<file path="src/rtl/clamp_svm_seq.sv">
module clamp_svm_seq #(
  parameter int TW = 12
) (
  input  logic          clk,
  input  logic          rst_n,
  input  logic [2:0]    sector,
  input  logic [TW-1:0] t1_ticks,
  input  logic [TW-1:0] t2_ticks,
  input  logic [TW-1:0] ts_ticks,
  input  logic          max_clamp,
  output logic [2:0]    sw_state,
  output logic [2:0]    seg_idx,
  output logic          period_done,
  output logic          overmod
);

  localparam logic [2:0] NONE = 3'd5;

  logic          run;
  logic [2:0]    sec_q;
  logic          max_q;
  logic [2:0]    seg_q;
  logic [TW-1:0] left_q;
  logic [TW-1:0] dur_q [5];

  logic [TW:0]   act_sum;
  logic          ovm_n;
  logic [TW-1:0] t0_n;
  logic [2:0]    sec_n;
  logic [TW-1:0] nd [5];
  logic [2:0]    first_n;
  logic [2:0]    nxt_seg;
  logic          last;

  assign act_sum = {1'b0, t1_ticks} + {1'b0, t2_ticks};
  assign ovm_n   = act_sum > {1'b0, ts_ticks};
  assign t0_n    = ovm_n ? '0 : ts_ticks - t1_ticks - t2_ticks;
  assign sec_n   = (sector == 3'd0 || sector == 3'd7) ? 3'd1 : sector;

  always_comb begin
    nd[0] = t0_n >> 1;
    nd[1] = t1_ticks >> 1;
    nd[2] = t2_ticks;
    nd[3] = t1_ticks - (t1_ticks >> 1);
    nd[4] = t0_n - (t0_n >> 1);
    if (t0_n == '0 && t1_ticks == '0 && t2_ticks == '0) nd[0] = TW'(1);
    first_n = NONE;
    for (int i = 4; i >= 0; i--)
      if (nd[i] != '0) first_n = 3'(i);
  end

  always_comb begin
    nxt_seg = NONE;
    for (int i = 4; i >= 0; i--)
      if (3'(i) > seg_q && dur_q[i] != '0) nxt_seg = 3'(i);
  end

  assign last        = (left_q == TW'(1)) && (nxt_seg == NONE);
  assign period_done = run && last;

  always_ff @(posedge clk or negedge rst_n) begin
    if (!rst_n) begin
      run     <= 1'b0;
      sec_q   <= 3'd1;
      max_q   <= 1'b0;
      seg_q   <= 3'd0;
      left_q  <= '0;
      overmod <= 1'b0;
      for (int i = 0; i < 5; i++) dur_q[i] <= '0;
    end else if (!run || last) begin
      run     <= 1'b1;
      sec_q   <= sec_n;
      max_q   <= max_clamp;
      overmod <= ovm_n;
      for (int i = 0; i < 5; i++) dur_q[i] <= nd[i];
      seg_q   <= first_n;
      left_q  <= nd[first_n];
    end else if (left_q == TW'(1)) begin
      seg_q  <= nxt_seg;
      left_q <= dur_q[nxt_seg];
    end else begin
      left_q <= left_q - TW'(1);
    end
  end

  function automatic logic [2:0] vec_code(input logic [2:0] v);
    case (v)
      3'd1:    vec_code = 3'b100;
      3'd2:    vec_code = 3'b110;
      3'd3:    vec_code = 3'b010;
      3'd4:    vec_code = 3'b011;
      3'd5:    vec_code = 3'b001;
      3'd6:    vec_code = 3'b101;
      3'd7:    vec_code = 3'b111;
      default: vec_code = 3'b000;
    endcase
  endfunction

  logic [2:0] hi_v, odd_v, even_v, outer_v, mid_v, zero_v, pick_v;

  assign hi_v    = (sec_q == 3'd6) ? 3'd1 : sec_q + 3'd1;
  assign odd_v   = sec_q[0] ? sec_q : hi_v;
  assign even_v  = sec_q[0] ? hi_v : sec_q;
  assign outer_v = max_q ? even_v : odd_v;
  assign mid_v   = max_q ? odd_v : even_v;
  assign zero_v  = max_q ? 3'd7 : 3'd0;

  always_comb begin
    case (seg_q)
      3'd1, 3'd3: pick_v = outer_v;
      3'd2:       pick_v = mid_v;
      default:    pick_v = zero_v;
    endcase
  end

  assign sw_state = run ? vec_code(pick_v) : 3'b000;
  assign seg_idx  = seg_q;

endmodule

</file>
<file path="config.mk">
export PLATFORM = sky130hd
export DESIGN_NAME = clamp_svm_seq
export DESIGN_NICKNAME = d
export VERILOG_FILES = /design/src/rtl/clamp_svm_seq.sv
export SDC_FILE = /design/constraint.sdc
export NUM_CORES = 1
export LEC_CHECK = 0
export ABC_AREA = 1
export BUFFER_PORTS_ARGS = -buffer_cell sky130_fd_sc_hd__buf_2
export CAP_MARGIN = 20
export CORE_MARGIN = 4
export CORE_UTILIZATION = 60
export DETAILED_ROUTE_END_ITERATION = 12
export PLACE_DENSITY = 0.86
export SYNTH_ARGS = -nofsm -noshare
export SYNTH_HDL_FRONTEND = slang
export SYNTH_SLANG_ARGS = --single-unit
</file>
<file path="constraint.sdc">
create_clock -name clk -period 2.42 [get_ports clk]
set_clock_uncertainty 0.05 [all_clocks]
set_input_delay 0.242 -clock clk [delete_from_list [all_inputs] [get_ports clk]]
set_output_delay 0.242 -clock clk [all_outputs]
set_load 0.02 [all_outputs]
</file>
==> metrics.txt, run 1 <==
# TYPE chip_impl_metric gauge
chip_impl_metric{name="synth_edf_count",unit=""} 0
chip_impl_metric{name="start_util",unit="%"} 61.2
chip_impl_info{name="toolErrorMsg",value="[ERROR GRT-0232] Routing congestion too high. Check the congestion heatmap in the GUI."} 1
chip_impl_metric{name="largest_net_degree_at_the_start_of_global_routing",unit=""} 51
chip_impl_info{name="grt_repair_worst_endpoint",value="left_q[4]$_DFF_PN0_/D"} 1
chip_impl_metric{name="cts_buffers",unit=""} 9
chip_impl_metric{name="portBuffers",unit=""} 49
chip_impl_metric{name="synth.yosys.warnings",unit=""} 0
chip_impl_metric{name="synth-async-reset-ratio",unit="%"} 100
chip_impl_metric{name="synthesis.area",unit="um2"} 8500
chip_impl_metric{name="cts.sink_count",unit=""} 79
chip_impl_metric{name="post_synth_inst_count",unit=""} 1281
chip_impl_metric{name="die_width",unit="um"} 127
chip_impl_info{name="outcome",value="stopped before the end"} 1
chip_impl_metric{name="yosys.cell_types.count",unit=""} 49
chip_impl_info{name="synthFlopType",value="sky130_fd_sc_hd__dfrtp_1"} 1
chip_impl_metric{name="floorplan.rows",unit=""} 43
chip_impl_metric{name="cts-htree-levels",unit=""} 3
chip_impl_metric{name="half_perimeter_wire_length_after_detailed_placement",unit="mm"} 26.6
chip_impl_metric{name="synth_seq_cells",unit=""} 79
chip_impl_metric{name="synth_seq_area_share",unit="%"} 23.3
chip_impl_metric{name="cts.path.max_buffers",unit=""} 2
chip_impl_metric{name="post_synthesis_net_count",unit=""} 1425
chip_impl_metric{name="gpl.final_weighted_congestion",unit=""} 1.05
chip_impl_metric{name="grt_usage",unit="%"} 83.2
chip_impl_metric{name="placed_cells",unit=""} 1763
chip_impl_metric{name="io-pin-count",unit=""} 50
chip_impl_info{name="stop_stage",value="global routing"} 1
chip_impl_metric{name="grt_remaining_overflow",unit=""} 269
chip_impl_metric{name="chipHeight",unit="um"} 127
chip_impl_info{name="cts.root.buffer_cell",value="sky130_fd_sc_hd__clkbuf_16"} 1
chip_impl_info{name="worst-ep-kind",value="register data pin"} 1
chip_impl_metric{name="synthesis.area_per_instance",unit="um2"} 6.63
==> synth_stat cells (all sizes together), types with 8 or more instances <==
library cell  instances  area, um2
a211oi                8       60.1
a21oi                67        339
buf                   8       67.6
clkbuf               22       82.6
dfrtp                78       1950
fa                   14        280
ha                   88       1100
inv                 223        837
nand2               340       1330
nand3                97        521
nand4                21        138
nor2                 89        388
nor3                 22        121
nor4                 11       81.3
o21ai               120        601
o21bai                8       60.1
xnor2                15        131
xor2                 16        140
==> metal layers <==
| layer | track usage (%) | overflow |
|---|---|---|
| met5 | 29.1 | 2 |
| met2 | 97.4 | 155 |
| met4 | 90.2 | 109 |
| met1 | 81.5 | 3 |
| met3 | 69.2 | 0 |
==> stage by stage <==
stage | setup TNS (ns) | utilization, % | area [um2] | hold WS [ns] | setup WS, ns
3_3_place_gp | -87.64 | 81.1 | 11300 | 0.247 | -2.87
2_1_floorplan | -75.25 | - | 8700 | -0.104 | -2.60
4_1_cts | -81.50 | 87.7 | 12200 | 0.0760 | -2.73
3_5_place_dp | -103.14 | 81.1 | 11300 | 0.247 | -3.33
==> cell families after synthesis <==
group | share of synthesized area [%]
AOI/OAI and AO/OA | 14.6
buffers and inverters | 11.6
DFF | 23.3
xor gates and xnor gates | 3.19
other | 0.0441
and+or+nand+nor | 31.1
adders and majority gates | 16.3
==> repair_timing <==
action,in CTS
buffers inserted,23
pin swaps,64
hold buffers,1
setup endpoints to repair,48
resized for setup,98
hold endpoints to repair,47
cloned,3
==> run 2, diff against run 1 <==
CORE_UTILIZATION = 40   (was 60)
PLACE_DENSITY = unset   (was 0.86)
PLACE_DENSITY_LB_ADDON = 0.15   (was unset)
==> run 2 against run 1 <==
The flow now finishes, with violations (negative setup slack); synthesized cell count did not move; area after synthesis unchanged.
==> metrics.txt, run 2 <==
# TYPE chip_impl_metric gauge
chip_impl_info{name="outcome",value="finished, violations left"} 1
chip_impl_info{name="violations",value="negative setup slack"} 1
chip_impl_metric{name="firstDrtPassIters",unit=""} 5
chip_impl_metric{name="start_util",unit="%"} 40.6
chip_impl_metric{name="chipHeight",unit="um"} 154
chip_impl_metric{name="worstPathBufferInverterCount",unit=""} 6
chip_impl_metric{name="finalHoldWorstSlack",unit="ns"} 0.0716
chip_impl_metric{name="vdd_ir_drop_max",unit="V"} 0.000449
chip_impl_metric{name="cp_max_fo",unit=""} 8
chip_impl_metric{name="synth.yosys.warnings",unit=""} 0
chip_impl_metric{name="power.density",unit="nW/um2"} 860
chip_impl_info{name="synthTopCellsByCount",value="sky130_fd_sc_hd__nand2_1 (326), sky130_fd_sc_hd__inv_1 (216), sky130_fd_sc_hd__o21ai_0 (112), sky130_fd_sc_hd__nand3_1 (90), sky130_fd_sc_hd__ha_1 (88)"} 1
chip_impl_info{name="end_kind",value="register"} 1
chip_impl_info{name="tritoncts",value="done"} 1
chip_impl_info{name="synth_largest_area_cell",value="sky130_fd_sc_hd__dfrtp_1"} 1
chip_impl_info{name="synthFlopType",value="sky130_fd_sc_hd__dfrtp_1"} 1
chip_impl_metric{name="grt_usage",unit="%"} 26.1
chip_impl_metric{name="max_slew.worst_pin.slew",unit="ns"} 0.548
chip_impl_metric{name="worst_path_clk_slew",unit="ns"} 0.06
chip_impl_metric{name="timing.critical_path.slowest_cell_delay",unit="ns"} 0.35
chip_impl_metric{name="setup_violations",unit=""} 39
chip_impl_metric{name="synthesis.area_per_instance",unit="um2"} 6.63
chip_impl_metric{name="grt_pass1_vias",unit=""} 9430
chip_impl_metric{name="fmaxAchievable",unit="GHz"} 0.198
chip_impl_metric{name="synth-async-reset-ratio",unit="%"} 100
chip_impl_metric{name="post_synth_inst_count",unit=""} 1281
chip_impl_info{name="layout.cells.most_common_list",value="sky130_fd_sc_hd__buf_4 (323), sky130_fd_sc_hd__nand2_1 (285), sky130_fd_sc_hd__inv_1 (197), sky130_fd_sc_hd__o21ai_0 (90), sky130_fd_sc_hd__dfrtp_1 (77)"} 1
chip_impl_info{name="cts.root.buffer_cell",value="sky130_fd_sc_hd__clkbuf_16"} 1
chip_impl_metric{name="first_pass_grt_wire_length",unit="mm"} 49.1
chip_impl_metric{name="drc_viols",unit=""} 0
chip_impl_metric{name="dr.first_iter.drc_count",unit=""} 602
chip_impl_metric{name="required",unit="ns"} 2.60
chip_impl_metric{name="cts-htree-levels",unit=""} 3
chip_impl_metric{name="layout_worst_path_cycle_share",unit="%"} 208
chip_impl_metric{name="synth_seq_cells",unit=""} 79
chip_impl_info{name="post-synth-top-count-cell",value="sky130_fd_sc_hd__nand2_1"} 1
chip_impl_metric{name="post_synthesis_net_count",unit=""} 1425
chip_impl_metric{name="worst-endpoint-arrival",unit="ns"} 5.22
chip_impl_info{name="worstReg2RegStart",value="dur_q[20]"} 1
chip_impl_metric{name="yosys.cell_types.count",unit=""} 49
chip_impl_metric{name="finish.net_count",unit=""} 1811
chip_impl_metric{name="synthesis.area",unit="um2"} 8500
chip_impl_info{name="worst_hold_startpoint",value="max_clamp"} 1
chip_impl_metric{name="portBuffers",unit=""} 49
chip_impl_metric{name="slew_headroom",unit="%"} 63.4
chip_impl_info{name="worstSetupStartpoint",value="t1_ticks[2]"} 1
chip_impl_metric{name="largest_net_degree_at_the_start_of_global_routing",unit=""} 42
chip_impl_metric{name="cts.path.max_buffers",unit=""} 2
chip_impl_info{name="regMostFlops",value="dur_q"} 1
chip_impl_metric{name="drv.max_cap_violation_count",unit=""} 0
chip_impl_metric{name="synth_seq_area_share",unit="%"} 23.3
chip_impl_metric{name="dieArea",unit="um2"} 23600
chip_impl_metric{name="cts.sink_count",unit=""} 79
chip_impl_metric{name="report.final.slew_viol_count",unit=""} 0
chip_impl_metric{name="worst_slack",unit="ns"} -2.62
chip_impl_metric{name="min_period",unit="ns"} 5.04
chip_impl_metric{name="diodes",unit=""} 0
chip_impl_metric{name="vias",unit=""} 9678
chip_impl_metric{name="io-pin-count",unit=""} 50
chip_impl_metric{name="route.antenna.remaining_nets",unit=""} 0
chip_impl_metric{name="drive_above_1_share",unit="%"} 37.6
chip_impl_metric{name="preCtsSetupSlack",unit="ns"} -3.07
chip_impl_info{name="most_common_library_cell_in_the_layout_ignoring_fill_and_taps",value="sky130_fd_sc_hd__buf_4"} 1
chip_impl_metric{name="leakage",unit="uW"} 0.00687
chip_impl_metric{name="timing.final.hold_violations",unit=""} 0
chip_impl_info{name="timing.hold.worst.class",value="in -> reg"} 1
chip_impl_info{name="grt_setup_unrepaired",value="yes"} 1
chip_impl_metric{name="routedWlPerCell",unit="um"} 16.4
chip_impl_metric{name="grt_remaining_overflow",unit=""} 0
chip_impl_info{name="critical_path.slowest_cell",value="sky130_fd_sc_hd__fa_2"} 1
chip_impl_info{name="biggest_area_contributors_in_the_synthesized_netlist",value="sky130_fd_sc_hd__dfrtp_1 (23%), sky130_fd_sc_hd__nand2_1 (14%), sky130_fd_sc_hd__ha_1 (13%)"} 1
chip_impl_metric{name="synth_top_area_share",unit="%"} 23.0
chip_impl_metric{name="flow.area_growth_from_synthesis",unit="%"} 53.7
chip_impl_info{name="critical-path-top-delay-family",value="simple AND/OR/NAND/NOR gates"} 1
chip_impl_metric{name="setup_tns",unit="ns"} -76.34
chip_impl_metric{name="largest_register_ff_count",unit=""} 58
chip_impl_metric{name="synth_edf_count",unit=""} 0
chip_impl_metric{name="floorplan.rows",unit=""} 53
chip_impl_metric{name="gpl.final_weighted_congestion",unit=""} 0.957
chip_impl_info{name="biggestRegsByFlops",value="dur_q: 58 flops, left_q: 12 flops"} 1
chip_impl_info{name="critPathKind",value="in -> reg"} 1
chip_impl_metric{name="die_width",unit="um"} 154
chip_impl_metric{name="placeableCoreArea",unit="um2"} 21000
chip_impl_metric{name="antenna_found_initial",unit=""} 0
chip_impl_metric{name="later_pin_clock_latency_in_the_skew_report",unit="ns"} 0.34
chip_impl_metric{name="half_perimeter_wire_length_after_detailed_placement",unit="mm"} 25.8
chip_impl_metric{name="routed_via_density",unit=""} 4.97
chip_impl_metric{name="drt_wl_total",unit="mm"} 31.9
chip_impl_metric{name="cts_buffers",unit=""} 9
chip_impl_info{name="worst_setup_path_start_kind",value="input pin"} 1
run 2: cell counts after synthesis:
No cell type changed its count.
run 2: final cells by class:
class                   instances  area [um2]
inverters                     223         858
well taps                     275         344
flip-flops and latches         79        1980
clock buffers                  10         229
clock inverters                 6        70.1
multi-input cells             953        6450
repair buffers                401        3130
fillers                      2004        7890
run 2: final timing paths:
path / to / slack [ns] / depth (start not counted)
min: max_q / 0.07 / 3
min reg2reg: dur_q[54] / 0.43 / 2
max in group asynchronous: left_q[4] / 1.31 / 3
max reg2reg: left_q[2] / -0.10 / 15
min in group asynchronous: sec_q[1] / 0.38 / 2
max: left_q[4] / -2.62 / 44
run 2: repair_timing:
action,4_1_cts,5_1_grt
resized for setup,74,136
pin swaps,22,32
gates cloned,3,2
buffers inserted,17,10
hold buffers,1,0
setup endpoints to repair,40,57
endpoints found under the hold margin,39,0
run 2: metal layers:
metal / track usage [%] / routed length (um) / vias up / part of all wire (%)
li1: - / - / 4903 / -
met1: 35.1 / 14200 / 4485 / 44
met2: 45.5 / 15500 / 240 / 48
met3: 1.77 / 1320 / 50 / 4.2
met4: 6.90 / 926 / 0 / 2.9
met5: 0 / 0 / - / 0
run 2: kinds of logic (layout without fill, tap and decap cells):
group | after synthesis | in the layout | synth area share [%]
other cells | 1 | 1 | 0.0441
buf+inv | 253 | 640 | 11.6
flops | 79 | 79 | 23.3
fa+ha+maj | 102 | 102 | 16.3
simple gates | 588 | 592 | 31.1
compound gates | 227 | 227 | 14.6
xor+xnor | 31 | 31 | 3.19
run 2: power breakdown:
group | leakage [uW] | total, uW | internal [uW] | switching, uW
clock network | 0.000135 | 1390 | 805 | 580
registers | 0.000974 | 1920 | 1650 | 268
logic | 0.00577 | 7930 | 3640 | 4290
total | 0.00687 | 11200 | 6090 | 5140
run 2: metrics by stage:
step                utilization, %  cells  total power [uW]  cell area (um2)
CTS                           59.6   1937             10500            12500
finish                        62.3   1947             11200            13100
global placement              55.7   1901              8600            11700
detailed placement            55.7   1901              8640            11700
floorplan                        -   1281              5420             8700
global route                  62.3   1947             12000            13100
run 2: worst register-to-register path, stage by stage (launching register included):
cell and delay (ns):
sky130_fd_sc_hd__dfrtp_1 0.41, sky130_fd_sc_hd__nor4_4 0.31, sky130_fd_sc_hd__nand3_1 0.17, sky130_fd_sc_hd__o21ai_2 0.12, sky130_fd_sc_hd__nand2_1 0.10, sky130_fd_sc_hd__nand2_1 0.11
sky130_fd_sc_hd__nand2_1 0.11, sky130_fd_sc_hd__inv_1 0.12, sky130_fd_sc_hd__buf_12 0.15, sky130_fd_sc_hd__buf_4 0.12, sky130_fd_sc_hd__a211oi_1 0.06, sky130_fd_sc_hd__o21ai_0 0.22
sky130_fd_sc_hd__buf_4 0.16, sky130_fd_sc_hd__nand2_1 0.04, sky130_fd_sc_hd__nand2_1 0.09, sky130_fd_sc_hd__nand2_1 0.06
Note: power is estimated with default switching activity, not from simulation.
